## config.mk

```make
export PLATFORM = sky130hd
export DESIGN_NAME = emu_shift_skip
export DESIGN_NICKNAME = d
export VERILOG_FILES = /design/src/rtl/emu_shift_skip.sv
export SDC_FILE = /design/constraint.sdc
export NUM_CORES = 1
export LEC_CHECK = 0
export BUFFER_PORTS_ARGS = -buffer_cell sky130_fd_sc_hd__buf_2
export CAP_MARGIN = 20
export CELL_PAD_IN_SITES_DETAIL_PLACEMENT = 0
export CELL_PAD_IN_SITES_GLOBAL_PLACEMENT = 1
export CORE_MARGIN = 3
export CORE_UTILIZATION = 29
export CTS_CLUSTER_SIZE = 20
export DETAILED_ROUTE_END_ITERATION = 16
export PLACE_DENSITY_LB_ADDON = 0.1
export RECOVER_POWER = 100
export SETUP_SLACK_MARGIN = 0.5
export SLEW_MARGIN = 20
export SYNTH_ARGS = -nofsm -noshare
export SYNTH_HDL_FRONTEND = slang
export SYNTH_SLANG_ARGS = --single-unit
```

## constraint.sdc

```tcl
create_clock -name clk -period 6.1 [get_ports clk]
set_input_delay 1.83 -clock clk [delete_from_list [all_inputs] [get_ports clk]]
set_output_delay 1.83 -clock clk [all_outputs]
set_load 0.02 [all_outputs]
```

## src/rtl/emu_shift_skip.sv

```systemverilog
module emu_shift_skip #(
  parameter int W = 16
) (
  input  logic         clk,
  input  logic         rst_n,
  input  logic [W-1:0] l_in,
  input  logic [W-1:0] t_in,
  input  logic         alu_cy,
  input  logic [1:0]   shf_sel,
  input  logic [1:0]   mode,
  input  logic [1:0]   cy_fld,
  input  logic         noload,
  input  logic [1:0]   skc,
  input  logic         skp,
  input  logic         strobe,
  output logic [W-1:0] sh_out,
  output logic         cy_next,
  output logic         wb_en,
  output logic         carry_q,
  output logic         skip_q,
  output logic         sh_zero,
  output logic         sh_neg
);
  localparam int H = W / 2;

  logic emu, magic, base, cin, fill_l, fill_r, skip_now, upd;

  assign emu   = (mode == 2'd2);
  assign magic = (mode == 2'd1);

  always_comb begin
    case (cy_fld)
      2'd0:    base = alu_cy;
      2'd1:    base = 1'b0;
      2'd2:    base = 1'b1;
      default: base = ~alu_cy;
    endcase
  end

  assign cin    = carry_q ^ base;
  assign fill_l = magic ? t_in[W-1] : (emu ? cin : 1'b0);
  assign fill_r = magic ? t_in[0]   : (emu ? cin : 1'b0);

  always_comb begin
    case (shf_sel)
      2'd0:    sh_out = l_in;
      2'd1:    sh_out = {l_in[W-2:0], fill_l};
      2'd2:    sh_out = {fill_r, l_in[W-1:1]};
      default: sh_out = {l_in[H-1:0], l_in[W-1:H]};
    endcase
  end

  always_comb begin
    if (!emu)                 cy_next = alu_cy;
    else if (shf_sel == 2'd1) cy_next = l_in[W-1];
    else if (shf_sel == 2'd2) cy_next = l_in[0];
    else                      cy_next = cin;
  end

  assign sh_zero = (sh_out == '0);
  assign sh_neg  = sh_out[W-1];
  assign wb_en   = ~(emu & noload);

  always_comb begin
    case (skc)
      2'd0:    skip_now = skp;
      2'd1:    skip_now = skp ^ ~cy_next;
      2'd2:    skip_now = skp ^ sh_zero;
      default: skip_now = skp ^ (sh_zero | ~cy_next);
    endcase
  end

  assign upd = strobe & emu;

  always_ff @(posedge clk) begin
    if (!rst_n) begin
      carry_q <= 1'b0;
      skip_q  <= 1'b0;
    end else if (upd) begin
      skip_q <= skip_now;
      if (!noload) carry_q <= cy_next;
    end
  end
endmodule

```

After elaboration in Yosys (flattened, before gate mapping) --
Cells that the tools add are included.
Word-level totals: word-level logic and storage cells 35, register bits 2, output and inout port bits 22
Cells by class: multiplexer cells 9, bitwise gates (word level) 11, reduce and logical (&&, ||, !) cells 5, equal/unequal tests 8
Operators with widths (count):
- one-hot mux 16 bit (3 select lines) | 1
- logical NOT 16 bit | 1
- equality test 2 x 1 -> 1 bit, second input constant | 4
- equality test 2 bit, second input constant | 4
- logical NOT 2 bit | 3
- two-way mux 1 bit | 6
- one-hot mux 1 bit (3 select lines) | 2
- NOT 1 bit | 4
- XOR 1 bit | 4
- bitwise AND 1 bit | 2
- AND reduction 2 bit | 1
- bitwise OR 1 bit | 1

Logic depth before layout (Yosys ltp) --
depth in word-level cells 10, depth in mapped cells 9

Worst setup path before layout --
Ideal clock, no wire load.
path kind input to output, start point in shf_sel[1], end point out sh_zero, arrival time 3.416 ns, setup slack 0.854 ns, stages 7, path through buf_6 buf_6 clkbuf_1 mux4_1 nor2_1 nand4_1 a221oi_2
Between the ends: word-level cells in the longest chain between the ends 3, elaborated cells on any way between the ends 5, those cells by class eq/ne (2); mux (1); reduce/logical (2)
RTL lines:
- start, declared | line 9 | input logic [1:0] shf_sel,
- equality test 2 bit (tied with other cells) | line 45 | case (shf_sel)
- one-hot mux 16 bit (3 select lines) (*) | line 45
- named net sh_out[14] | line 16 | output logic [W-1:0] sh_out,
- logical NOT 16 bit (*) | line 60 | assign sh_zero = (sh_out == '0);
- end, declared | line 21 | output logic sh_zero,
The timed path passes the listed nets; every way through them passes the cells marked *.

Worst setup path in the final report --
start point in shf_sel[1], end point out sh_zero
Between the ends: word-level cells in the longest chain between the ends 3, elaborated cells on any way between the ends 5, those cells by class eq/ne (2); mux (1); reduce/logical (2)
RTL lines (line):
- equality test 2 bit (tied with other cells) | 45
- one-hot mux 16 bit (3 select lines) (*) | 45
- logical NOT 16 bit (*) | 60
Every way passes the cells marked *; elsewhere a longest branch is shown, timed or not.

==> results.yml <==
power:
  p_sw_mw: 0.0607
  swShare_pct: 45.5
  p_per_area_mw_per_mm2: 124
  p_total_mw: 0.134
  ir_worst_vdd_uv: 73.0
  combPwrFrac_pct: 67.1
  p_seq_share_pct: 10.7
  p_leak_nw: 0.443
  pwr-share-clk_pct: 22.2
  intPower_mw: 0.0729
finish:
  drive_gt1_share_pct: 38.8
  num_antenna_cells: 0
  multi_input_area_um2: 717
  n_fill_cell: 288
  nets: 185
  regArea_um2: 40.0
  area_growth_pct: 29.3
synth:
  synth_cell_type_count: 36
  synth_area_leader_cell: "mux4_2"
  synth_ff_type: "dfxtp_1"
  yosys_warnings: 0
  syn_area_um2: 833
  syn_inst: 85
  synthArstFlopShare_pct: 0
  synth.avg_cell_area_um2: 9.80
  synth-edff-count: 0
  ys_ff_latch: 2
  synth_nets: 134
  synth_area_leaders: "mux4_2 (32%), mux4_1 (6.3%), dfxtp_1 (4.8%), ha_1 (4.5%), buf_6 (4.1%)"
  seq_area_frac_synth_pct: 4.80
  yosysMostFrequentCell: "mux4_2"
  synth_top_area_share_pct: 32.4
  synth_commonest_cells: "mux4_2 (12), nand2_1 (7), nor2_1 (6)"
setup_path:
  r2r_start: "carry_q"
  cp.required_ns: 4.27
  cp_max_fo: 23
  path_cells: "buf_4, mux4_2, nor4_2, nand4_1, a221oi_1, buf_2"
  crit_start: "shf_sel[1]"
  slowest_stage: "mux4_2"
  path_buf_inv: 2
  critPathCaptureType: "primary output"
  cp_top_family: "multiplexers"
  worst-setup-path-type: "input pin to primary output"
  critPathMaxStageDelay_ns: 0.59
  setup.worst_path.start_class: "input pin"
  arrival_ns: 3.75
detailed_routing:
  first_pass_iters: 4
  drc_errors: 0
  ant_nets: 0
  drt-initial-drc-count: 45
  via_per_inst: 5.42
  wl_per_cell_um: 15.0
  routed_wl_mm: 2.47
  vias: 889
timing:
  rsz0062_at_grt: "no"
  fin_crit_ns: 5.58
  period_share_pct: 91.5
  setup_violations: 0
  tightestPinTransition_ns: 0.441
  fmax_mhz: 179
  clock_skew_ns: 0.00326
  finalSetupTns_ns: 0
  worst_slack_ns: 0.518
  maxSlewHeadroom_pct: 70.5
  hold_viol: 0
  drv_slew: 0
global_route:
  grt_pass1_wl_mm: 3.88
  grtUsageTotal_pct: 14.3
  first_global_vias: 829
  grt_overflow: 0
  grt_max_degree: 26
  antenna_found_initial: 0
clock_tree:
  cts_max_path_buffers: 2
  cts_buffers: 3
  path_clk_slew_ns: 0.03
  root_buffer: "clkbuf_4"
  cts_tree: "yes"
  hold_buffers: 0
  clk_latency_ns: 0.23
  cts_max_level: 1
  clock_sinks: 2
die:
  num_rows: 18
  start_util_pct: 31.9
  io_pins: 68
  coreArea_mm2: 0.00261
  die-area_mm2: 0.00355
  die_h_um: 59.6
  fp.dieW_um: 59.6
place:
  pre_cts_slack_ns: 0.408
  dp_hpwl_mm: 2.03
  port_buffers: 53
  place_congestion: 0.706
job:
  cap_violations: 0
hold_path:
  hold_start: "skip_q"
  min_path_type: "flip-flop to flip-flop"
run_status:
  outcome: "finished clean"
-- placed cells by master, fill, tap and decap left out, types with 2 or more instances in the layout --
master and instances:
o211ai_1 2, clkbuf_1 20, a21oi_1 3, nand2_1 7, mux4_2 12, o21ai_0 5, clkbuf_4 3, ha_1 3
nor4_2 3, nand2b_1 4, mux2i_1 3, mux4_1 2, nand3_1 3, a32oi_1 2, nand3b_1 2, nor2b_1 2
inv_1 2, buf_2 31, nor2_1 6, dfxtp_1 2, and2_1 3
-- final timing paths --
path	end	slack, ns	depth (start not counted)
max	sh_zero	0.52	6
min	skip_q	0.58	4
max reg2reg	skip_q	4.43	5
min reg2reg	skip_q	0.58	4
-- what timing repair did --
item,4_1_cts,5_1_grt
setup buffers,0,0
resized for setup,2,2
setup endpoints to repair,1,1
gates cloned,0,0
hold endpoints to repair,0,0
-- flip-flops by register name, summed over array words and instances, names as in the netlist --
name and count:
carry_q 1, skip_q 1
-- power groups by stage --
stage | sequential, mW | combinational (mW) | clock, mW
after floorplan | 0.0152 | 0.0634 | 0
after global placement | 0.0145 | 0.0915 | 0
after detailed placement | 0.0145 | 0.0926 | 0
after CTS | 0.0143 | 0.0934 | 0.0314
after global routing | 0.0144 | 0.0981 | 0.0327
final | 0.0143 | 0.0896 | 0.0297
-- worst register-to-register path: stages (launching register included) --
cell and delay [ns]:
dfxtp_1 0.35, or4_1 0.57, nand3_1 0.12, a221oi_1 0.12, a32oi_1 0.23, mux2i_1 0.21
-- layout make-up --
class                           instances  share of cell area (%)
Multi-Input combinational cell         73                    66.6
Timing Repair Buffer                   53                    23.1
Sequential cell                         2                    3.72
Tap cell                               30                    3.48
Clock buffer                            3                    2.09
Inverter                                3                    1.05
-- cell families after synthesis --
logic type                 count (synthesis)  share of synthesized area, %
buffers and inverters                     10                          9.16
DFF                                        2                          4.80
adders and majority gates                  3                          4.50
xor gates and xnor gates                   2                          2.10
AOI/OAI and AO/OA                         17                          14.1
and+or+nand+nor                           34                          23.0
muxes                                     17                          42.3
-- through the flow --
step / hold slack [ns] / utilization [%] / cell area, um^2 / cells
floorplan: 0.640 / - / 833 / 85
global route: 0.646 / 41.2 / 1080 / 164
global placement: 0.565 / 41.0 / 1070 / 161
CTS: 0.580 / 42.0 / 1100 / 164
finish: 0.577 / 41.2 / 1080 / 164
detailed placement: 0.576 / 41.0 / 1070 / 161
-- per-layer routing --
metal | part of all wire (%) | track usage [%] | vias to the layer above | wire, um
met1 | 47 | 20.9 | 422 | 1160
met3 | 7.7 | 4.14 | 0 | 191
li1 | - | - | 437 | -
met2 | 45 | 20.7 | 30 | 1120
met5 | 0 | 0 | - | 0
met4 | 0 | 2.85 | 0 | 0
(Power assumes the default switching activity.)
